File: src/rtl/enc_pkg.sv
package enc_pkg;

  // Levels needed to reduce `leaves` items to one with `fanin`-input nodes.
  function automatic int tree_depth(input int leaves, input int fanin);
    int w;
    int d;
    w = leaves;
    d = 0;
    while (w > 1) begin
      w = (w + fanin - 1) / fanin;
      d++;
    end
    return d;
  endfunction

  // Item count present at the input of tree level `lvl`.
  function automatic int level_width(input int leaves, input int fanin, input int lvl);
    int w;
    w = leaves;
    for (int i = 0; i < lvl; i++) w = (w + fanin - 1) / fanin;
    return w;
  endfunction

  // A level is followed by a register every `pipe` levels, and the last one
  // also closes a partial group so the count is ceil(depth/pipe).
  function automatic bit stage_has_reg(input int lvl, input int depth, input int pipe);
    if (pipe <= 0) return 1'b0;
    return (((lvl + 1) % pipe) == 0) || (lvl == depth - 1);
  endfunction

  function automatic int pipe_regs(input int depth, input int pipe);
    if (pipe <= 0) return 0;
    return (depth + pipe - 1) / pipe;
  endfunction

endpackage

File: src/rtl/enc_stage_reg.sv
module enc_stage_reg #(
  parameter int WIDTH   = 1,
  parameter bit USE_REG = 1'b1
) (
  input  logic             clk,
  input  logic             rst_n,
  input  logic [WIDTH-1:0] d_i,
  output logic [WIDTH-1:0] q_o
);

  generate
    if (USE_REG) begin : g_flop
      always_ff @(posedge clk or negedge rst_n) begin
        if (!rst_n) q_o <= '0;
        else        q_o <= d_i;
      end
    end else begin : g_wire
      logic unused_clk;
      assign unused_clk = clk ^ rst_n;
      assign q_o = d_i;
    end
  endgenerate

endmodule

File: src/rtl/enc_node.sv
// One tree node: merges up to FANIN child records {any, multi, idx}.
// Children are ordered by line index, so the last active child is the highest.
module enc_node #(
  parameter int CODE_W   = 3,
  parameter int FANIN    = 2,
  parameter int PRIORITY = 1,
  localparam int NW      = CODE_W + 2
) (
  input  logic [FANIN*NW-1:0] kids_i,
  output logic [NW-1:0]       node_o
);

  logic              any_q;
  logic              multi_q;
  logic [CODE_W-1:0] idx_q;
  logic [NW-1:0]     kid;

  always_comb begin
    any_q   = 1'b0;
    multi_q = 1'b0;
    idx_q   = '0;
    kid     = '0;
    for (int c = 0; c < FANIN; c++) begin
      kid = kids_i[c*NW +: NW];
      if (kid[NW-2]) multi_q = 1'b1;
      if (kid[NW-1]) begin
        if (any_q) multi_q = 1'b1;
        any_q = 1'b1;
        if (PRIORITY != 0) idx_q = kid[CODE_W-1:0];
        else               idx_q = idx_q | kid[CODE_W-1:0];
      end
    end
    node_o = {any_q, multi_q, idx_q};
  end

endmodule

File: src/rtl/enc_reduce_tree.sv
module enc_reduce_tree #(
  parameter int CODE_W     = 3,
  parameter int FANIN      = 2,
  parameter int PIPE_LEVEL = 1,
  parameter int PRIORITY   = 1,
  localparam int LEAVES    = 1 << CODE_W,
  localparam int NW        = CODE_W + 2,
  localparam int DEPTH     = enc_pkg::tree_depth(LEAVES, FANIN),
  localparam int SPAN      = LEAVES + FANIN
) (
  input  logic                 clk,
  input  logic                 rst_n,
  input  logic [LEAVES*NW-1:0] leaves_i,
  output logic [NW-1:0]        root_o
);

  // Every level bus is sized for the widest level plus one spare group, so
  // the last node of a level reads zeros (the neutral value) past its end.
  logic [DEPTH:0][SPAN*NW-1:0] lvl;
  logic unused_bits;

  assign lvl[0][LEAVES*NW-1:0]       = leaves_i;
  assign lvl[0][SPAN*NW-1:LEAVES*NW] = '0;

  generate
    for (genvar l = 0; l < DEPTH; l++) begin : g_level
      localparam int WO = enc_pkg::level_width(LEAVES, FANIN, l + 1);
      logic [WO*NW-1:0] comb_v;
      logic [WO*NW-1:0] stage_q;

      for (genvar j = 0; j < WO; j++) begin : g_node
        enc_node #(
          .CODE_W  (CODE_W),
          .FANIN   (FANIN),
          .PRIORITY(PRIORITY)
        ) u_node (
          .kids_i(lvl[l][j*FANIN*NW +: FANIN*NW]),
          .node_o(comb_v[j*NW +: NW])
        );
      end

      enc_stage_reg #(
        .WIDTH  (WO*NW),
        .USE_REG(enc_pkg::stage_has_reg(l, DEPTH, PIPE_LEVEL))
      ) u_stage (
        .clk  (clk),
        .rst_n(rst_n),
        .d_i  (comb_v),
        .q_o  (stage_q)
      );

      assign lvl[l+1][WO*NW-1:0]       = stage_q;
      assign lvl[l+1][SPAN*NW-1:WO*NW] = '0;
    end
  endgenerate

  assign root_o      = lvl[DEPTH][NW-1:0];
  assign unused_bits = ^lvl;

endmodule

File: src/rtl/tree_encoder.sv
module tree_encoder #(
  parameter int CODE_W     = 3,
  parameter int PRIORITY   = 1,
  parameter int MAX_FANIN  = 2,
  parameter int PIPE_LEVEL = 2,
  parameter int IN_REG     = 1,
  parameter int OUT_REG    = 1,
  parameter int HAS_EN     = 1,
  localparam int LEAVES    = 1 << CODE_W,
  localparam int NW        = CODE_W + 2,
  localparam int DEPTH     = enc_pkg::tree_depth(LEAVES, MAX_FANIN),
  localparam int LATENCY   = IN_REG + OUT_REG + enc_pkg::pipe_regs(DEPTH, PIPE_LEVEL)
) (
  input  logic              clk,
  input  logic              rst_n,
  input  logic [LEAVES-1:0] in_lines,
  input  logic              en,
  output logic [CODE_W-1:0] code_o,
  output logic              valid_o
);

  logic              en_eff;
  logic [LEAVES-1:0] gated;
  logic [LEAVES-1:0] lines_q;
  logic [LEAVES*NW-1:0] leaf_vec;
  logic [NW-1:0]     root;
  logic              res_valid;
  logic [CODE_W-1:0] res_code;
  logic              unused_sink;

  // Enable travels with its vector: a blanked vector becomes all-zero lines.
  assign en_eff = (HAS_EN != 0) ? en : 1'b1;
  assign gated  = en_eff ? in_lines : '0;

  enc_stage_reg #(
    .WIDTH  (LEAVES),
    .USE_REG(IN_REG != 0)
  ) u_in_reg (
    .clk  (clk),
    .rst_n(rst_n),
    .d_i  (gated),
    .q_o  (lines_q)
  );

  generate
    for (genvar i = 0; i < LEAVES; i++) begin : g_leaf
      assign leaf_vec[i*NW +: NW] = {lines_q[i], 1'b0, (lines_q[i] ? CODE_W'(i) : CODE_W'(0))};
    end
  endgenerate

  enc_reduce_tree #(
    .CODE_W    (CODE_W),
    .FANIN     (MAX_FANIN),
    .PIPE_LEVEL(PIPE_LEVEL),
    .PRIORITY  (PRIORITY)
  ) u_tree (
    .clk     (clk),
    .rst_n   (rst_n),
    .leaves_i(leaf_vec),
    .root_o  (root)
  );

  generate
    if (PRIORITY != 0) begin : g_prio
      assign res_valid = root[NW-1];
    end else begin : g_strict
      assign res_valid = root[NW-1] & ~root[NW-2];
    end
  endgenerate

  assign res_code    = res_valid ? root[CODE_W-1:0] : '0;
  assign unused_sink = ^{en, root[NW-2]};

  enc_stage_reg #(
    .WIDTH  (CODE_W + 1),
    .USE_REG(OUT_REG != 0)
  ) u_out_reg (
    .clk  (clk),
    .rst_n(rst_n),
    .d_i  ({res_valid, res_code}),
    .q_o  ({valid_o, code_o})
  );

endmodule

File: config.mk
export PLATFORM = sky130hd
export DESIGN_NAME = tree_encoder
export DESIGN_NICKNAME = d
export VERILOG_FILES = /design/src/rtl/enc_pkg.sv /design/src/rtl/enc_stage_reg.sv /design/src/rtl/enc_node.sv /design/src/rtl/enc_reduce_tree.sv /design/src/rtl/tree_encoder.sv
export SDC_FILE = /design/constraint.sdc
export NUM_CORES = 1
export LEC_CHECK = 0
export BUFFER_PORTS_ARGS = -buffer_cell sky130_fd_sc_hd__buf_2
export CAP_MARGIN = 40
export CORE_MARGIN = 4
export CORE_UTILIZATION = 35
export DETAILED_ROUTE_END_ITERATION = 7
export GPL_ROUTABILITY_DRIVEN = 0
export PLACE_DENSITY = 0.58
export SYNTH_ARGS = -nofsm -noshare
export SYNTH_HDL_FRONTEND = slang
export SYNTH_SLANG_ARGS = --single-unit
File: constraint.sdc
create_clock -name clk -period 1.4 [get_ports clk]
set_input_delay 0.07 -clock clk [delete_from_list [all_inputs] [get_ports clk]]
set_output_delay 0.07 -clock clk [all_outputs]
set_load 0.05 [all_outputs]
* Word level (Yosys, flattened, before mapping)
Cells that the tools add are included.
** Cells by class
- Multiplexer cells :: 49
** Operator list (number)
- 2-to-1 mux 3 bit :: 12
- 2-to-1 mux 1 bit :: 35
- 2-to-1 mux 8 bit :: 1
- 2-to-1 mux 2 bit :: 1
** Storage, ports and cells
- Register bits :: 27
- Output and inout port bits :: 4
- Logic and storage cells :: 53

* Longest topological paths before layout
Gate-level depths: netlist (run 1).
- Depth in word-level cells :: 7
- Mapped depth :: 2

* Hierarchy
From an unflattened synthesis (run 1), not the netlist that was laid out.
** Second synthesis, totals
- Cells, all modules :: 150
- Area total of the unflattened synthesis :: 1371.3 um^2
** By module, submodules not included
- enc_node :: instances 7, cells each 13, area an instance 67.6 um^2, seq. area each 0.0 um^2
- enc_stage_reg (u_tree.g_level[1].u_stage) :: instances 1, cells each 10, area an instance 250.2 um^2, seq. area each 250.2 um^2
- enc_stage_reg (u_in_reg) :: instances 1, cells each 8, area an instance 200.2 um^2, seq. area each 200.2 um^2
- enc_stage_reg (u_tree.g_level[0].u_stage) :: instances 1, cells each 20, area an instance 150.1 um^2, seq. area each 0.0 um^2
- enc_stage_reg (u_tree.g_level[2].u_stage) :: instances 1, cells each 5, area an instance 125.1 um^2, seq. area each 125.1 um^2
- enc_stage_reg (u_out_reg) :: instances 1, cells each 4, area an instance 100.1 um^2, seq. area each 100.1 um^2
- tree_encoder :: instances 1, cells each 12, area an instance 72.6 um^2, seq. area each 0.0 um^2

* Least setup slack after synthesis (run 1)
Ideal clock, no wire load.
- Path type :: reg-to-reg
- From :: register u_in_reg.q_o[7]
- To :: register u_tree.g_level[1].u_stage.q_o[7]
- Setup time :: 0.131 ns
- Arrival :: 0.882 ns
- Data required time :: 1.269 ns
- Setup slack :: 0.386 ns
- Stages on the path, launching flop included :: 3
- Path buffers :: 0
- Cells stage by stage :: dfrtp_1 -> or2_4 -> or3_1
** On the way
- Longest elaborated chain between the ends :: 2
** Ends and longest elaborated chain
- start: declaration :: line enc_stage_reg.sv:8 : output logic [WIDTH-1:0] q_o
- start signal: assignment :: line enc_stage_reg.sv:15 : else q_o <= d_i;
- 2-to-1 mux 3 bit or 2-to-1 mux 1 bit (tied branches) :: line enc_node.sv:26 : if (kid[NW-1]) begin
- 2-to-1 mux 3 bit * :: line enc_node.sv:26
- named net u_tree.g_level[1].comb_v[7] :: line enc_reduce_tree.sv:28 : logic [WO*NW-1:0] comb_v;
- end signal: assignment :: line enc_stage_reg.sv:15
- end: declaration :: line enc_stage_reg.sv:8
The timed path passes the listed nets; every way through them passes the cells marked *.

* Final worst setup path (run 1)
- From :: register u_in_reg.q_o[7]
- To :: register u_tree.g_level[1].u_stage.q_o[9]
** On the way
- Longest elaborated chain between the ends :: 2
** Ends and longest elaborated chain (line)
- 2-to-1 mux 1 bit (2 in a row) :: enc_node.sv:26
- named net u_tree.g_level[1].comb_v[9] :: enc_reduce_tree.sv:28
The timed path passes the listed nets, and every way through them passes these cells.

==> results of run 1 <==
## Yosys cell counts (all sizes together)
library cell,number,area [µm²]
o21ai,2,10.0
or3,3,18.8
inv,2,7.51
a21o,2,16.3
dfrtp,23,576
or2,3,21.3
nand2,4,15.0
and2,12,75.1
## kinds of logic after synthesis
group | after synthesis | share of synthesized area (%)
compound gates | 4 | 3.55
flops | 23 | 77.8
simple gates | 22 | 17.6
buf+inv | 2 | 1.02
## final cells by class
type	count	share of cell area [%]
Timing Repair Buffer	23	16.6
Multi-Input combinational cell	26	16.2
Inverter	2	0.779
Sequential cell	23	59.7
Clock buffer	3	2.34
Clock inverter	1	0.779
Tap cell	27	3.51
## metal layers
layer	wire, µm	vias to the layer above	part of all wire [%]	track usage (%)
met2	476	18	53	15.3
met1	318	201	35	8.29
met3	101	0	11	4.99
met5	0	-	0	0
li1	-	213	-	-
met4	0	0	0	1.28
## sequential cells by signal, indices dropped and copies added, names as in the netlist
name and cells:
u_tree.g_level.u_stage.q_o 11, u_in_reg.q_o 8, u_out_reg.q_o 4
## report_power, final
part | internal [µW] | switching (µW) | total [µW]
clock network | 109 | 179 | 287
logic | 62.3 | 83.8 | 146
registers | 715 | 16.9 | 732
total | 886 | 279 | 1170
## through the flow
step           setup WS (ps)  cells  hold slack (ps)  power, µW
3_3_place_gp             375     92             55.5        873
3_5_place_dp             365     92             59.5        875
2_1_floorplan            386     51             -226        828
4_1_cts                  345    105             35.3       1180
6_report                 348    105             41.8       1170
5_1_grt                  293    105             48.6       1240
## how the worst max path moves through the flow
stage / end / slack, ps / cells past startpoint
after floorplan: u_tree.g_level[1].u_stage.q_o[7] / 390 / 2
after global routing: u_tree.g_level[1].u_stage.q_o[9] / 290 / 2
after CTS: u_tree.g_level[1].u_stage.q_o[9] / 350 / 2
after detailed placement: u_tree.g_level[1].u_stage.q_o[9] / 370 / 2
after global placement: u_tree.g_level[1].u_stage.q_o[7] / 370 / 2
final: u_tree.g_level[1].u_stage.q_o[9] / 350 / 2
## worst reg2reg max path: stages, from the launching register on
cell and delay [ps]:
dfrtp_1 390, or2_4 250, or3_1 300
==> implementation parameters, run 1 <==
Parameter                              Value

Critical path
  Worst r2r path cells ... 2
  Data arrival, critical path ... 1240 ps
  Critical Path Fanout Max ... 3
  Top cell family by delay on the critical path ... simple AND/OR/NAND/NOR gates
  Crit Path Class ... reg -> reg
  End of the worst register-to-register path ... u_tree.g_level[1].u_stage.q_o[9]
  Worst Setup End Kind ... flop
  FF-to-FF setup slack ... 350 ps
  CP Cell Sequence ... or2_4 > or3_1
  Reg-to-Reg Start ... u_in_reg.q_o[7]
  Max stage delay cell, worst path ... dfrtp_1
  Critical Path Source Type ... flop
  Data required time at the worst endpoint ... 1590 ps
  CP bufs+invs ... 0
  Slowest Stage Delay on Critical Path ... 390 ps
  Launch point of the worst path ... u_in_reg.q_o[7]

Pwr
  Static Leakage ... 0.000463 µW
  Highest ir drop seen on vdd ... 0.780 mV
  Power per Cell Area ... 1210 mW/mm²

Worst hold path
  Source of the worst hold timing path ... en
  Cell depth of the worst min-delay path ... 2
  Hold Path Sink ... u_in_reg.q_o[2]
  HP Class ... in -> reg

Global routing
  Final global-route overflow total ... 0
  Maximum number of pins on one net before global-route repair ... 24
  Vias in the first global route ... 427
  Initial antenna violation count ... 0
  Overall global routing resource usage ... 8.44%
  Global-route wire length before repair ... 1740 µm

Placement
  Half-perimeter wire length after placement ... 578 µm
  Post-place instance area ... 843 µm²
  Count of buffers from port buffering ... 14

STA
  Post-layout min period ... 1050 ps
  Post-Route Setup TNS ... 0 ps
  Final setup violating endpoints ... 0
  Clock skew ... 4.86 ps
  Final clock period utilization by the worst path ... 75.1%
  Max-slew violations ... 0
  Pin slew with the least headroom to its limit ... 479 ps
  Final-report hold violation count ... 0
  Setup repair after global routing missed its margin ... no
  Achievable Freq ... 0.951 GHz
  Remaining max-slew budget at the tightest pin ... 68.1%

Final layout
  Number of nets in the finished design ... 90
  Layout Utilization ... 48.6%
  Storage cell area ... 576 µm²
  Highest-count cells in the layout ignoring fill and taps ... dfrtp_1, buf_2, and2_1
  Number of inserted diodes ... 0
  Cell area after layout ... 963 µm²
  # fillers ... 185
  Area added between synthesis and finish ... 30.3%
  Footprint of the multi-input gates ... 156 µm²
  Layout cell share with drive strength beyond 1 ... 26.9%
  Most common cell after layout, fill and taps aside ... dfrtp_1

Floorplanning
  FP Rows ... 16
  Die Ht ... 54.0 µm
  Core Box Area ... 0.00198 mm²
  I/O pin count ... 15
  Die Width ... 54.0 µm
  Overall die area ... 0.00291 mm²
  Initial Util ... 37.3%

CTS
  CTS tree ... yes
  Number of CTS-inserted buffers ... 3
  Hold Buf Count CTS ... 9
  Number of clock sinks ... 23
  Setup bufs post-CTS ... 0
  Bufs on Longest Clock Path ... 2
  Clock Pin Slew Worst Setup and Hold Paths ... 120 ps
  Post-cts repair resize count ... 0
  Worst-skew pair later-pin latency ... 300 ps
  Root cell of the clock tree ... clkbuf_4
  Deepest level of the CTS H-tree ... 1

Yosys
  Number of distinct standard cells referenced by the synthesized netlist ... 11
  Count of warnings emitted by yosys ... 0
  Net Count, Synth ... 62
  Cell Area, Synth ... 739 µm²
  Post-synthesis average cell area ... 14.5 µm²
  Portion of the post-synthesis area used by sequential elements ... 77.8%
  Post-Syn Instances ... 51
  Flops & latches, synth ... 23

Detailed routing
  Mean routed wirelength per cell ... 8.53 µm
  Number of routed nets with antenna violations ... 0
  Post-detailed-route DRC marker count ... 0
  Aggregate routed wire length ... 896 µm
  DRT iter0 DRCs ... 1
  Initial DRT Pass Iterations ... 2
  Routed via count divided by cell count ... 4.11
  Vias after detailed routing ... 432

Status
  Outcome ... finished clean

Flow run
  Max-cap violations ... 0
(Power assumes the default switching activity.)
==> inputs of run 2 (changes only) <==
Settings changed: ABC_AREA set to 1.
Clock period 1.4 ns to 1 ns, I/O delays scaled along.
==> run 2 against run 1 <==
Die area grew 2.6%. Cell area rose by 3.4%. First-iteration DRC count is 100% lower. Highest routed layer unchanged.
==> implementation parameters, run 2 <==
Parameter                              Value

Yosys
  Commonest cells in the synthesized netlist ... dfrtp_1, nand2_1, inv_1 (was dfrtp_1, and2_1, nand2_1)
  Area share of the largest cell type after synthesis ... 75.5% (was 77.8%)
  Largest family of logic cells by synthesized area ... simple AND/OR/NAND/NOR gates (unchanged)
  Predominant post-synthesis flop cell ... dfrtp_1 (unchanged)
  Most used standard cell by instance count after synthesis ... dfrtp_1 (unchanged)
  Count of flip-flops with a built-in enable after synthesis ... 0 (unchanged)
  Post-synthesis simple-gate area fraction ... 13.5% (was 17.6%)
  Number of distinct standard cells referenced by the synthesized netlist ... 8 (was 11)
  Largest area contributor in the synthesized netlist ... dfrtp_1 (unchanged)
  Most area-consuming cells after synthesis ... dfrtp_1, nand2_1, inv_1 (was dfrtp_1, and2_1, or3_1)
  Proportion of register bits with asynchronous set or reset after synthesis ... 100% (unchanged)
  Count of warnings emitted by yosys ... 0 (unchanged)
  Post-Syn Instances ... 69 (was 51)
  Share of synthesized area spent on multiplexers ... 0% (unchanged)
  XOR/XNOR Fraction of Synth Area ... 0% (unchanged)
  Post-synthesis compound-gate area fraction ... 1.97% (was 3.55%)
  Post-synthesis average cell area ... 11.0 µm² (was 14.5 µm²)
  Net Count, Synth ... 80 (was 62)
  Arithmetic-cell share of the synthesized area counting full adders, half adders and majority gates ... 0% (unchanged)
  Cell Area, Synth ... 762 µm² (was 739 µm²)
  Flops & latches, synth ... 23 (unchanged)
  Portion of the post-synthesis area used by sequential elements ... 75.5% (was 77.8%)

CTS
  Clock Pin Slew Worst Setup and Hold Paths ... 120 ps (about the same)
  CTS tree ... yes (unchanged)
  Deepest level of the CTS H-tree ... 1 (unchanged)
  Number of CTS-inserted buffers ... 3 (unchanged)
  Number of clock sinks ... 23 (unchanged)
  Setup bufs post-CTS ... 0 (unchanged)
  Worst-skew pair later-pin latency ... 300 ps (about the same)
  Root cell of the clock tree ... clkbuf_4 (unchanged)
  Bufs on Longest Clock Path ... 2 (unchanged)

STA
  Setup repair after global routing missed its margin ... no (unchanged)
  Clock skew ... 2.42 ps (was 4.86 ps)
  Final clock period utilization by the worst path ... 94.7%
  Final setup violating endpoints ... 0 (unchanged)
  Final-report hold violation count ... 0 (unchanged)
  Post-Route Setup TNS ... 0 ps (unchanged)
  Remaining max-slew budget at the tightest pin ... 67.8% (was 68.1%)
  Max-slew violations ... 0 (unchanged)
  Tightest hold margin ... 224 ps (was 41.8 ps)
  Pin slew with the least headroom to its limit ... 482 ps (was 479 ps)
  Achievable Freq ... 1.06 GHz
  Post-layout min period ... 947 ps

Worst hold path
  HP Class ... in -> async (was in -> reg)

Pwr
  Power per Cell Area ... 1670 mW/mm² (was 1210 mW/mm²)
  Highest ir drop seen on vdd ... 1.13 mV (was 0.780 mV)
  Static Leakage ... 0.000569 µW (was 0.000463 µW)

Detailed routing
  Routed via count divided by cell count ... 3.93 (was 4.11)
  DRT iter0 DRCs ... 0 (was 1)
  Post-detailed-route DRC marker count ... 0 (unchanged)
  Aggregate routed wire length ... 942 µm (was 896 µm)
  Mean routed wirelength per cell ... 7.66 µm (was 8.53 µm)
  Number of routed nets with antenna violations ... 0 (unchanged)
  Vias after detailed routing ... 483 (was 432)
  Initial DRT Pass Iterations ... 1 (was 2)

Critical path
  CP bufs+invs ... 1 (was 0)
  Slowest Stage Delay on Critical Path ... 340 ps (was 390 ps)
  Critical Path Source Type ... flop (unchanged)
  Top cell family by delay on the critical path ... flip-flops (was simple AND/OR/NAND/NOR gates)
  Worst Setup End Kind ... output pin (was flop)
  Data arrival, critical path ... 900 ps (was 1240 ps)
  Critical Path Fanout Max ... 1 (was 3)
  Data required time at the worst endpoint ... 950 ps (was 1590 ps)
  Max stage delay cell, worst path ... dfrtp_1 (unchanged)
  Crit Path Class ... reg -> out (was reg -> reg)
  CP Cell Sequence ... buf_2 (was or2_4 > or3_1)

Global routing
  Vias in the first global route ... 483 (was 427)
  Final global-route overflow total ... 0 (unchanged)
  Maximum number of pins on one net before global-route repair ... 24 (unchanged)
  Overall global routing resource usage ... 8.26% (was 8.44%)
  Global-route wire length before repair ... 1710 µm (was 1740 µm)
  Initial antenna violation count ... 0 (unchanged)

Final layout
  Footprint of the multi-input gates ... 118 µm² (was 156 µm²)
  Highest-count cells in the layout ignoring fill and taps ... dfrtp_1, nand2_1, inv_1 (was dfrtp_1, buf_2, and2_1)
  Biggest register ... u_tree.g_level.u_stage.q_o (unchanged)
  # fillers ... 176 (was 185)
  Layout cell share with drive strength beyond 1 ... 19.8% (was 26.9%)
  Leading registers by flop count ... u_tree.g_level.u_stage.q_o x11, u_in_reg.q_o x8, u_out_reg.q_o x4 (unchanged)
  Number of inserted diodes ... 0 (unchanged)
  Number of flip-flops under the largest register name ... 11 (unchanged)
  Number of nets in the finished design ... 108 (was 90)
  Area added between synthesis and finish ... 30.7% (was 30.3%)
  Storage cell area ... 576 µm² (unchanged)
  Most common cell after layout, fill and taps aside ... dfrtp_1 (unchanged)

Floorplanning
  FP Rows ... 16 (unchanged)
  Die Ht ... 54.7 µm (was 54.0 µm)
  Overall die area ... 0.00299 mm² (was 0.00291 mm²)
  Core Box Area ... 0.00202 mm² (was 0.00198 mm²)
  I/O pin count ... 15 (unchanged)
  Die Width ... 54.7 µm (was 54.0 µm)
  Initial Util ... 37.7% (was 37.3%)

Status
  Outcome ... finished clean (unchanged)

Placement
  Count of buffers from port buffering ... 14 (unchanged)
  Half-perimeter wire length after placement ... 624 µm (was 578 µm)

Flow run
  Max-cap violations ... 0 (unchanged)
[run 2: final timing paths]
check	from	end	slack, ps	depth (start not counted)
min in group clk	u_tree.g_level[2].u_stage.q_o[2]	u_out_reg.q_o[2]	450	2
min	rst_n	u_out_reg.q_o[1]	220	2
max	u_out_reg.q_o[0]	code_o[0]	50	1
max in group asynchronous	rst_n	u_tree.g_level[1].u_stage.q_o[4]	450	2
min reg2reg	u_tree.g_level[2].u_stage.q_o[2]	u_out_reg.q_o[2]	450	2
max reg2reg	u_tree.g_level[1].u_stage.q_o[9]	u_tree.g_level[2].u_stage.q_o[4]	190	1
[run 2: cell type report]
type	instances	area share (%)
clock buffer	3	2.26
inverter	17	6.41
clock inverter	1	0.754
sequential	23	57.8
tap	27	3.39
multi-input combinational	28	11.8
timing repair buffer	24	17.6
[run 2: repair_timing]
item                       4_1_cts  5_1_grt
gates resized for setup          0        2
hold buffers                    10        0
hold endpoints to repair        31        0
setup endpoints to repair        0        2
[run 2: logic make-up (layout without fill, tap and decap cells)]
kind of cell    Yosys count  after routing
compound gates            2              2
buf+inv                  18             45
flops                    23             23
simple gates             26             26
[run 2: report_power, final]
part	internal, µW	total [µW]	switching, µW
Sequential	1000	1030	26.1
Combinational	83.6	216	133
Clock	152	415	262
[run 2: metal layers]
| metal | part of all wire, % | vias to the layer above | routed length [µm] | track usage (%) |
|---|---|---|---|---|
| met5 | 0 | - | 0 | 0 |
| met4 | 0 | 0 | 0 | 1.24 |
| met3 | 9.0 | 0 | 85 | 4.90 |
| met2 | 57 | 17 | 533 | 17.1 |
| met1 | 34 | 218 | 324 | 6.22 |
| li1 | - | 248 | - | - |
[run 2: stage by stage]
step / total power, µW / cell area, µm² / setup WS, ps / util [%] / std cells
6_report: 1660 / 996 / 53.5 / 49.3 / 123
3_5_place_dp: 1230 / 861 / 200 / 42.6 / 109
4_1_cts: 1680 / 991 / 23.9 / 49.0 / 123
5_1_grt: 1760 / 996 / 0.467 / 49.3 / 123
3_3_place_gp: 1230 / 861 / 217 / 42.6 / 109
2_1_floorplan: 1170 / 762 / 225 / - / 69
